===== src/rtl/limwd_pkg.sv =====
package limwd_pkg;

    typedef enum logic [1:0] {
        ST_IDLE  = 2'd0,
        ST_FETCH = 2'd1,
        ST_CHECK = 2'd2
    } seq_state_t;

    typedef enum logic [1:0] {
        CLS_VOLT = 2'd0,
        CLS_TEMP = 2'd1,
        CLS_FAN  = 2'd2,
        CLS_NONE = 2'd3
    } chan_class_t;

    localparam int RAW = 3;
    localparam int RDW = 8;

    localparam logic [RAW-1:0] A_STAT0 = 3'd0;
    localparam logic [RAW-1:0] A_MASK0 = 3'd2;
    localparam logic [RAW-1:0] A_CFG   = 3'd4;
    localparam logic [RAW-1:0] A_OBLK  = 3'd5;

endpackage


===== src/rtl/limwd_cmp.sv =====
module limwd_cmp
    import limwd_pkg::*;
#(
    parameter int NUM_VOLT = 7,
    parameter int NUM_FAN  = 3,
    parameter int CH_W     = 4,
    parameter int DW       = 8
) (
    input  logic [CH_W-1:0] chan,
    input  logic [DW-1:0]   value,
    input  logic [DW-1:0]   hi,
    input  logic [DW-1:0]   lo,
    output chan_class_t     cls,
    output logic            viol
);
    localparam logic [CH_W-1:0] TEMP_IDX = CH_W'(NUM_VOLT);
    localparam logic [CH_W-1:0] LAST_FAN = CH_W'(NUM_VOLT + NUM_FAN);

    always_comb begin
        if (chan < TEMP_IDX)       cls = CLS_VOLT;
        else if (chan == TEMP_IDX) cls = CLS_TEMP;
        else if (chan <= LAST_FAN) cls = CLS_FAN;
        else                       cls = CLS_NONE;
    end

    always_comb begin
        unique case (cls)
            CLS_VOLT: viol = (value > hi) || (value < lo);
            CLS_TEMP: viol = $signed(value) > $signed(hi);
            CLS_FAN:  viol = value > hi;
            default:  viol = 1'b0;
        endcase
    end


    always_comb begin
        no_class_chk: assert ((cls != CLS_NONE) || !viol);
    end

endmodule


===== src/rtl/limwd_regs.sv =====
module limwd_regs
    import limwd_pkg::*;
#(
    parameter int SW = 16
) (
    input  logic            clk,
    input  logic            rst_n,
    input  logic            reg_wr,
    input  logic            reg_rd,
    input  logic [RAW-1:0]  reg_addr,
    input  logic [RDW-1:0]  reg_wdata,
    input  logic [SW-1:0]   set_vec,
    output logic [RDW-1:0]  reg_rdata,
    output logic            reg_rvalid,
    output logic [SW-1:0]   status,
    output logic [SW-1:0]   src_mask,
    output logic            en_smi,
    output logic            en_irq,
    output logic            blk_smi,
    output logic            blk_irq
);
    localparam int NB = SW / RDW;

    logic [SW-1:0]  status_q;
    logic [SW-1:0]  mask_q;
    logic [SW-1:0]  clr_vec;
    logic [1:0]     cfg_q;
    logic [1:0]     blk_q;
    logic [RDW-1:0] rd_mux;

    for (genvar g = 0; g < NB; g++) begin : g_clr
        assign clr_vec[g*RDW +: RDW] =
            {RDW{reg_rd && (reg_addr == A_STAT0 + RAW'(g))}};
    end

    always_comb begin
        rd_mux = '0;
        for (int b = 0; b < NB; b++) begin
            if (reg_addr == A_STAT0 + RAW'(b)) rd_mux = status_q[b*RDW +: RDW];
            if (reg_addr == A_MASK0 + RAW'(b)) rd_mux = mask_q[b*RDW +: RDW];
        end
        if (reg_addr == A_CFG)  rd_mux = {6'd0, cfg_q};
        if (reg_addr == A_OBLK) rd_mux = {6'd0, blk_q};
    end

    always_ff @(posedge clk) begin
        if (!rst_n) begin
            status_q   <= '0;
            mask_q     <= '0;
            cfg_q      <= '0;
            blk_q      <= '0;
            reg_rdata  <= '0;
            reg_rvalid <= 1'b0;
        end else begin
            reg_rvalid <= reg_rd;
            if (reg_rd) reg_rdata <= rd_mux;
            status_q <= (status_q & ~clr_vec) | set_vec;
            if (reg_wr) begin
                for (int b = 0; b < NB; b++) begin
                    if (reg_addr == A_MASK0 + RAW'(b))
                        mask_q[b*RDW +: RDW] <= reg_wdata;
                end
                if (reg_addr == A_CFG)  cfg_q <= reg_wdata[1:0];
                if (reg_addr == A_OBLK) blk_q <= reg_wdata[1:0];
            end
        end
    end

    assign status   = status_q;
    assign src_mask = mask_q;
    assign en_smi   = cfg_q[0];
    assign en_irq   = cfg_q[1];
    assign blk_smi  = blk_q[0];
    assign blk_irq  = blk_q[1];

    for (genvar g = 0; g < NB; g++) begin : g_chk

        stat_sticky_chk: assert property (@(posedge clk) disable iff (!rst_n)
            !clr_vec[g*RDW] |=> ((status_q[g*RDW +: RDW] & $past(status_q[g*RDW +: RDW]))
                                 == $past(status_q[g*RDW +: RDW])));

        rd_clear_chk: assert property (@(posedge clk) disable iff (!rst_n)
            (clr_vec[g*RDW] && (set_vec[g*RDW +: RDW] == '0))
                |=> (status_q[g*RDW +: RDW] == '0));
    end


    rvalid_chk: assert property (@(posedge clk) disable iff (!rst_n)
        reg_rd |=> reg_rvalid);


    rvalid_idle_chk: assert property (@(posedge clk) disable iff (!rst_n)
        !reg_rd |=> !reg_rvalid);

endmodule


===== src/rtl/limwd_irq_out.sv =====
module limwd_irq_out #(
    parameter int SW = 16
) (
    input  logic          clk,
    input  logic          rst_n,
    input  logic [SW-1:0] status,
    input  logic [SW-1:0] src_mask,
    input  logic          en_smi,
    input  logic          en_irq,
    input  logic          blk_smi,
    input  logic          blk_irq,
    output logic          smi_o,
    output logic          irq_o
);
    logic pending;

    assign pending = |(status & ~src_mask);

    always_ff @(posedge clk) begin
        if (!rst_n) begin
            smi_o <= 1'b0;
            irq_o <= 1'b0;
        end else begin
            smi_o <= pending && en_smi && !blk_smi;
            irq_o <= pending && en_irq && !blk_irq;
        end
    end


    smi_gate_chk: assert property (@(posedge clk) disable iff (!rst_n)
        (!en_smi || blk_smi) |=> !smi_o);


    irq_gate_chk: assert property (@(posedge clk) disable iff (!rst_n)
        (!en_irq || blk_irq) |=> !irq_o);


    masked_quiet_chk: assert property (@(posedge clk) disable iff (!rst_n)
        ((status & ~src_mask) == '0) |=> (!smi_o && !irq_o));

endmodule


===== src/rtl/limwd_irq_ctrl.sv =====
module limwd_irq_ctrl
    import limwd_pkg::*;
#(
    parameter int NUM_VOLT = 7,
    parameter int NUM_FAN  = 3,
    parameter int CH_W     = 4,
    parameter int DW       = 8
) (
    input  logic            clk,
    input  logic            rst_n,
    input  logic            meas_valid,
    input  logic [CH_W-1:0] meas_chan,
    input  logic [DW-1:0]   meas_value,
    output logic [CH_W-1:0] lim_addr,
    input  logic [DW-1:0]   lim_hi,
    input  logic [DW-1:0]   lim_lo,
    input  logic            ext_board_temp,
    input  logic            ext_intrusion,
    input  logic            post_overflow,
    input  logic            reg_wr,
    input  logic            reg_rd,
    input  logic [2:0]      reg_addr,
    input  logic [7:0]      reg_wdata,
    output logic [7:0]      reg_rdata,
    output logic            reg_rvalid,
    output logic            smi_o,
    output logic            irq_o
);
    localparam int NUM_CH   = NUM_VOLT + 1 + NUM_FAN;
    localparam int SW       = 16;
    localparam int BIT_BT   = NUM_CH;
    localparam int BIT_INTR = NUM_CH + 1;
    localparam int BIT_POST = NUM_CH + 2;

    seq_state_t      state_q, state_d;
    logic [CH_W-1:0] chan_q;
    logic [DW-1:0]   val_q;
    chan_class_t     cls;
    logic            viol;
    logic [SW-1:0]   set_vec;
    logic [SW-1:0]   status;
    logic [SW-1:0]   src_mask;
    logic            en_smi, en_irq, blk_smi, blk_irq;

    // state register
    always_ff @(posedge clk) begin
        if (!rst_n) state_q <= ST_IDLE;
        else        state_q <= state_d;
    end

    // next state
    always_comb begin
        state_d = state_q;
        unique case (state_q)
            ST_IDLE:  if (meas_valid) state_d = ST_FETCH;
            ST_FETCH: state_d = ST_CHECK;
            ST_CHECK: state_d = ST_IDLE;
            default:  state_d = ST_IDLE;
        endcase
    end

    // capture of the accepted measurement
    always_ff @(posedge clk) begin
        if (!rst_n) begin
            chan_q <= '0;
            val_q  <= '0;
        end else if (state_q == ST_IDLE && meas_valid) begin
            chan_q <= meas_chan;
            val_q  <= meas_value;
        end
    end

    assign lim_addr = chan_q;

    limwd_cmp #(
        .NUM_VOLT (NUM_VOLT),
        .NUM_FAN  (NUM_FAN),
        .CH_W     (CH_W),
        .DW       (DW)
    ) u_cmp (
        .chan  (chan_q),
        .value (val_q),
        .hi    (lim_hi),
        .lo    (lim_lo),
        .cls   (cls),
        .viol  (viol)
    );

    for (genvar i = 0; i < SW; i++) begin : g_set
        if (i < NUM_CH) begin : g_meas
            assign set_vec[i] = (state_q == ST_CHECK) && viol && (chan_q == CH_W'(i));
        end else if (i == BIT_BT) begin : g_bt
            assign set_vec[i] = ext_board_temp;
        end else if (i == BIT_INTR) begin : g_intr
            assign set_vec[i] = ext_intrusion;
        end else if (i == BIT_POST) begin : g_post
            assign set_vec[i] = post_overflow;
        end else begin : g_none
            assign set_vec[i] = 1'b0;
        end
    end

    limwd_regs #(.SW(SW)) u_regs (
        .clk        (clk),
        .rst_n      (rst_n),
        .reg_wr     (reg_wr),
        .reg_rd     (reg_rd),
        .reg_addr   (reg_addr),
        .reg_wdata  (reg_wdata),
        .set_vec    (set_vec),
        .reg_rdata  (reg_rdata),
        .reg_rvalid (reg_rvalid),
        .status     (status),
        .src_mask   (src_mask),
        .en_smi     (en_smi),
        .en_irq     (en_irq),
        .blk_smi    (blk_smi),
        .blk_irq    (blk_irq)
    );

    limwd_irq_out #(.SW(SW)) u_out (
        .clk      (clk),
        .rst_n    (rst_n),
        .status   (status),
        .src_mask (src_mask),
        .en_smi   (en_smi),
        .en_irq   (en_irq),
        .blk_smi  (blk_smi),
        .blk_irq  (blk_irq),
        .smi_o    (smi_o),
        .irq_o    (irq_o)
    );


    fetch_to_check_chk: assert property (@(posedge clk) disable iff (!rst_n)
        (state_q == ST_FETCH) |=> (state_q == ST_CHECK));


    check_to_idle_chk: assert property (@(posedge clk) disable iff (!rst_n)
        (state_q == ST_CHECK) |=> (state_q == ST_IDLE));


    busy_hold_chk: assert property (@(posedge clk) disable iff (!rst_n)
        (state_q != ST_IDLE) |=> $stable(chan_q));


    accept_chk: assert property (@(posedge clk) disable iff (!rst_n)
        (state_q == ST_IDLE && meas_valid) |=> (state_q == ST_FETCH && lim_addr == $past(meas_chan)));

endmodule


===== config.mk =====
export PLATFORM = sky130hd
export DESIGN_NAME = limwd_irq_ctrl
export DESIGN_NICKNAME = d
export VERILOG_FILES = /design/src/rtl/limwd_pkg.sv /design/src/rtl/limwd_cmp.sv /design/src/rtl/limwd_regs.sv /design/src/rtl/limwd_irq_out.sv /design/src/rtl/limwd_irq_ctrl.sv
export SDC_FILE = /design/constraint.sdc
export NUM_CORES = 1
export LEC_CHECK = 0
export ABC_AREA = 1
export CAP_MARGIN = 20
export CELL_PAD_IN_SITES_DETAIL_PLACEMENT = 1
export CELL_PAD_IN_SITES_GLOBAL_PLACEMENT = 1
export CORE_UTILIZATION = 40
export CTS_CLUSTER_DIAMETER = 200
export CTS_CLUSTER_SIZE = 16
export DETAILED_ROUTE_END_ITERATION = 16
export GPL_ROUTABILITY_DRIVEN = 0
export GPL_TIMING_DRIVEN = 0
export PLACE_DENSITY = 0.92
export SYNTH_ARGS = -nofsm -noshare
export SYNTH_HDL_FRONTEND = slang
export SYNTH_SLANG_ARGS = --single-unit

===== constraint.sdc =====
create_clock -name clk -period 3.14 [get_ports clk]
set_input_delay 0.314 -clock clk [delete_from_list [all_inputs] [get_ports clk]]
set_output_delay 0.314 -clock clk [all_outputs]
set_load 0.1 [all_outputs]

### Word-level counts from Yosys, hierarchy flattened

Index checks and enable logic that the tools add are counted.

* logic and storage cells: 85
* input port bits: 47
* bits in registers: 61
* output and inout bits: 15

* eq/ne operators: 20
* order comparisons: 5
* bitwise operators: 5
* muxes and demuxes: 12
* reductions and logical operators: 31

Operators with widths (count)
* $mux 8: 6
* $and 16x16->16: 2
* $not 16->16: 2
* $logic_and 1x1->1: 19
* $eq 4x3->1 const B: 4
* $gt 8x8->1: 2
* $or 16x14->16: 1
* $reduce_or 16->1: 1
* $eq 4x4->1 const B: 3
* $eq 4x2->1 const B: 2
* $lt 8x8->1: 1
* $reduce_and 2->1: 4
* $eq 3x2->1 const B: 2
* $eq 3x3->1 const B: 2
* $mux 2: 3
* $eq 2x1->1 const B: 2
* $eq 2x2->1 const B: 2
* $eq 4x1->1 const B: 1
* $le 4x4->1 const B: 1
* $logic_not 2->1: 2
* $logic_not 4->1: 1
* $lt 4x3->1 const B: 1
* $pmux 2 s2: 1
* $eq 3x1->1 const B: 1
* other kinds (6): 7

### Depth between registers and ports, before layout

* depth after elaboration: 9
* mapped depth: 16

### Cells and area by module

A second synthesis with hierarchy kept.

* cell total of the unflattened synthesis: 484
* area total of the unflattened synthesis: 3209.3 um2

By module, submodules not included
* limwd_regs: cells an instance 243, seq. area each 900.9 um2, times used 1, area each 1798.0 um2
* limwd_irq_ctrl: cells an instance 109, seq. area each 280.3 um2, times used 1, area each 710.7 um2
* limwd_cmp: cells an instance 80, seq. area each 0.0 um2, times used 1, area each 461.7 um2
* limwd_irq_out: cells an instance 52, seq. area each 40.0 um2, times used 1, area each 239.0 um2

### Worst setup path after synthesis

No wires, ideal clock.

* path type: reg-to-reg
* start: register chan_q[2], in the netlist lim_addr[2]
* end: register u_regs.status_q[7], in the netlist u_regs.status[7]
* slack: 1046 ps
* cell stages (with the launch flop): 11
* buffers on the path: 1
* clock period less this slack: 2094 ps
* library setup time: 138 ps
* required time: 3002 ps
* arrival: 1956 ps
* path through: dfxtp_1 > inv_1 > nor2_1 > nand3_1 > inv_1 > nor2_1 > nand2_1 > nand3_2 > buf_6 > nand3_2 > a21oi_2

* cells in the longest elaborated chain, start to end: 9

RTL lines
* start, declared: line limwd_irq_ctrl.sv:36 `logic [CH_W-1:0] chan_q;`
* start signal, assigned: line limwd_irq_ctrl.sv:68 `chan_q <= meas_chan;`
* $le 4x4->1: line limwd_cmp.sv:22 `else if (chan <= LAST_FAN) cls = CLS_FAN;`
* $mux 1: line limwd_cmp.sv:22
* $mux 2: line limwd_cmp.sv:21 `else if (chan == TEMP_IDX) cls = CLS_TEMP;`
* $mux 2: line limwd_cmp.sv:20 `if (chan < TEMP_IDX) cls = CLS_VOLT;`
* $eq 2x2->1, or another cell as far along: line limwd_cmp.sv:27 `unique case (cls)`
* $pmux 1 s3: line limwd_cmp.sv:27
* $logic_and 1x1->1: line limwd_irq_ctrl.sv:91 `assign set_vec[i] = (state_q == ST_CHECK) && viol && (chan_q == CH_W'(i));`
* $logic_and 1x1->1 (*): line limwd_irq_ctrl.sv:91
* $or 16x14->16 (*): line limwd_regs.sv:57 `status_q <= (status_q & ~clr_vec) | set_vec;`
* end signal, assigned: line limwd_regs.sv:57
* end, declared: line limwd_regs.sv:24 `logic [SW-1:0] status_q;`

Mark *: on every way between the ends. The rest lies on a longest branch, timed or not.
A chain may end at the register's enable or synchronous reset.

### Final worst setup path

* start: register chan_q[1], in the netlist lim_addr[1]
* end: output port lim_addr[1]

RTL lines
* end, declared: line limwd_irq_ctrl.sv:14 `output logic [CH_W-1:0] lim_addr,`

No word-level cell between the ends.

==> results.md <==
* Status: completed
* Post-synth top area share at 39.1%
* Met3 Resource Use GR at 5.39%
* Hold WS at 0.392 ns
* Met2 Track Usage GR at 45.9%
* Sequential area share after synthesis at 39.1%
* Violation count after the first detailed-route iteration at 148
* Congestion Overflow GR at 0
* Tot Pwr at 1.94 mW
* Final WS setup at 0.873 ns
* Fmax achieved at 0.441 GHz
* Area growth syn-to-layout at 29.6%
* CTS tree: built
* GRT Max-Usage Layer: met2
* Critical path arrival at 1.95 ns
* Pin count of the biggest net entering global routing at 13
* NumNets Final at 573
* Slowest CP cell: clkdlybuf4s50_1
* Stages on the worst setup path at 1
* Sequential Power Share at 43.0%
* Met1 Usage GRT at 31.0%
* Final cell area excluding filler cells at 4050 um2
* CP startpoint kind: register
* CTS Hold Bufs at 0
* Crit end category: output port
* Worst clock skew at 0.0108 ns
* Synth Instances at 440
* Post-Route WL at 10100 um
* Post-CTS Repair Setup Buffers at 0
* Worst slew pin tran at 0.977 ns
* RSZ-0062 raised after global routing: no
* Hpwl dp at 7620 um
* Die area at 8170 um2
* Die W at 90.4 um
* Syn. warnings at 0
* Cell breakdown of the critical path: clkdlybuf4s50_1
* RR Endpoint: u_regs.status[7]
* Multi-input logic area at 1590 um2
* First-pass GRT wire length at 16700 um
* Gate power share at 19.9%
* Final cell count without fillers at 615
* Sw Ratio at 32.3%
* Root buffer cell: clkbuf_8
* Clock period minus worst slack at 2.27 ns
* Top cells by area, synth: dfxtp_1 (39%), nand2_1 (8.9%), nor2_1 (7.6%)
* Syn Area/Cell at 7.10 um2
* Int Pwr at 1.31 mW
* Hold path cells at 3
* Clock power share at 37.1%
* CTS Buffer Depth at 2
* Psw at 0.625 mW
* Reg-to-reg startpoint: val_q[7]
* EDFF count, synth at 0
* Buffers on Ports at 60
* Routed vias at 3264
* Hold path start: rst_n
* Clk Latency, worst-skew pair at 0.35 ns
* Final Setup Violations at 0
* Vias in the first global route at 3406
* Flops & latches, synth at 61
* Crit-path max FO at 5
* Via-to-Cell Ratio at 5.31
* Sequential cell area at 1220 um2
* Worst Hold Class: primary input to register
* Setup TNS at 0 ns
* Top delay family on crit path: buffers and inverters
* Synthesized area at 3120 um2
* GRT Total Usage at 26.2%
* Residual DRC at 0
* Number of cell rows at 31
* Post-synth top area cell: dfxtp_1
* Placed cell count at 599
* R2R cell count at 11
* Initial antenna violation count at 0
* Slew Viols, Final at 0
* Max transition margin at 34.7%
* Synth Flop Type: dfxtp_1
* I/O pin cnt at 62
* Total CTS buffers at 9
* H-tree levels at 3
* Final-report hold violation count at 0
* DP Area at 3850 um2
* Drt pass-1 iters at 4
* Most frequent cell after synthesis: nand2_1
* Reg2Reg Setup Slack at 1.23 ns
* Gates resized, CTS repair at 0
* Layout fillers at 945
* Placeable Area at 7410 um2
* Hold path endpoint: u_regs.src_mask[13]
* Share of cells above drive strength 1 at 11.0%
* Setup CP Type: register to output port
* CTS sink cnt at 61
* Post-synth ARST share at 0%
* Worst path bufs/invs at 1
* Leak at 1.66 nW
* Post-synthesis net count at 502
* Place WS at 0.766 ns
* Ant diodes at 0
* Fin util at 54.6%
* VDD IR max at 0.202 mV
* Post-route ant nets at 0
* Critical path data required time at 2.83 ns
* # Max-Cap Violations at 0
* Wire per inst at 16.5 um
* Initial Utilization at 42.2%
* Period utilization at 72.2%
* Synth cell types at 30
* Die height at 90.4 um
* Peak per-stage delay on the critical path at 1.18 ns
* List of most frequent post-synthesis cells: nand2_1 (74), nor2_1 (63), dfxtp_1 (61), inv_1 (61), o21ai_0 (45)
* Clk slew on worst S/H paths at 0.08 ns
* Pwr dens at 478 nW/um2
## logic make-up after synthesis
logic type / after synthesis / share of synthesized area [%]
AND/OR/NAND/NOR: 176 / 25.4
flip-flops: 61 / 39.1
buffers and inverters: 79 / 10.0
adder cells (fa/ha/maj): 15 / 6.01
AO/OA/AOI/OAI: 109 / 19.5
## routing by layer
metal / up-vias / share of wire [%]
li1: 1564 / -
met1: 1571 / 42
met4: 0 / 2.1
met2: 107 / 51
met3: 22 / 5.1
met5: - / 0
## power groups by stage
stage | combinational [mW] | clock, mW | sequential, mW
2_1_floorplan | 0.175 | 0 | 0.905
3_3_place_gp | 0.358 | 0 | 0.846
3_5_place_dp | 0.378 | 0 | 0.848
4_1_cts | 0.386 | 0.724 | 0.831
5_1_grt | 0.418 | 0.764 | 0.836
6_report | 0.385 | 0.719 | 0.832
## cell type report
cell class	instances	share of cell area, %
timing repair buffer	60	14.8
tap	99	3.06
multi-input combinational	300	39.3
clock inverter	7	1.85
sequential	61	30.2
clock buffer	9	3.06
inverter	68	6.31
buffer	11	1.42
## state kept, by name, summed over array words and instances, names as in the netlist, 2 cells and up
signal	count
lim_addr	4
state_q	2
u_regs.blk_q	2
u_regs.cfg_q	2
u_regs.reg_rdata	8
u_regs.src_mask	16
u_regs.status	16
val_q	8
## worst max-delay path by stage
stage / endpoint / startpoint
finish: lim_addr[1] / lim_addr[1]
global route: lim_addr[0] / lim_addr[0]
CTS: lim_addr[1] / lim_addr[1]
detailed placement: u_regs.status[7] / lim_hi[7]
global placement: u_regs.status[3] / lim_hi[7]
floorplan: u_regs.status[7] / lim_addr[2]
## placed cells by master, fill, tap and decap left out, drive strengths merged
master         count
nor2              66
a221oi             1
nand2             80
buf                4
a21o               1
clkinv             4
o221ai             1
inv               67
dfxtp             61
a21oi             48
clkdlybuf4s50     60
nand4              1
bufinv             1
nor3               5
nand3             23
nor4               1
o21ai             53
o2111ai            1
clkbuf            16
clkinvlp           3
ha                15
o22ai              2
a211oi             2
Note: power is estimated with default switching activity, not from simulation.
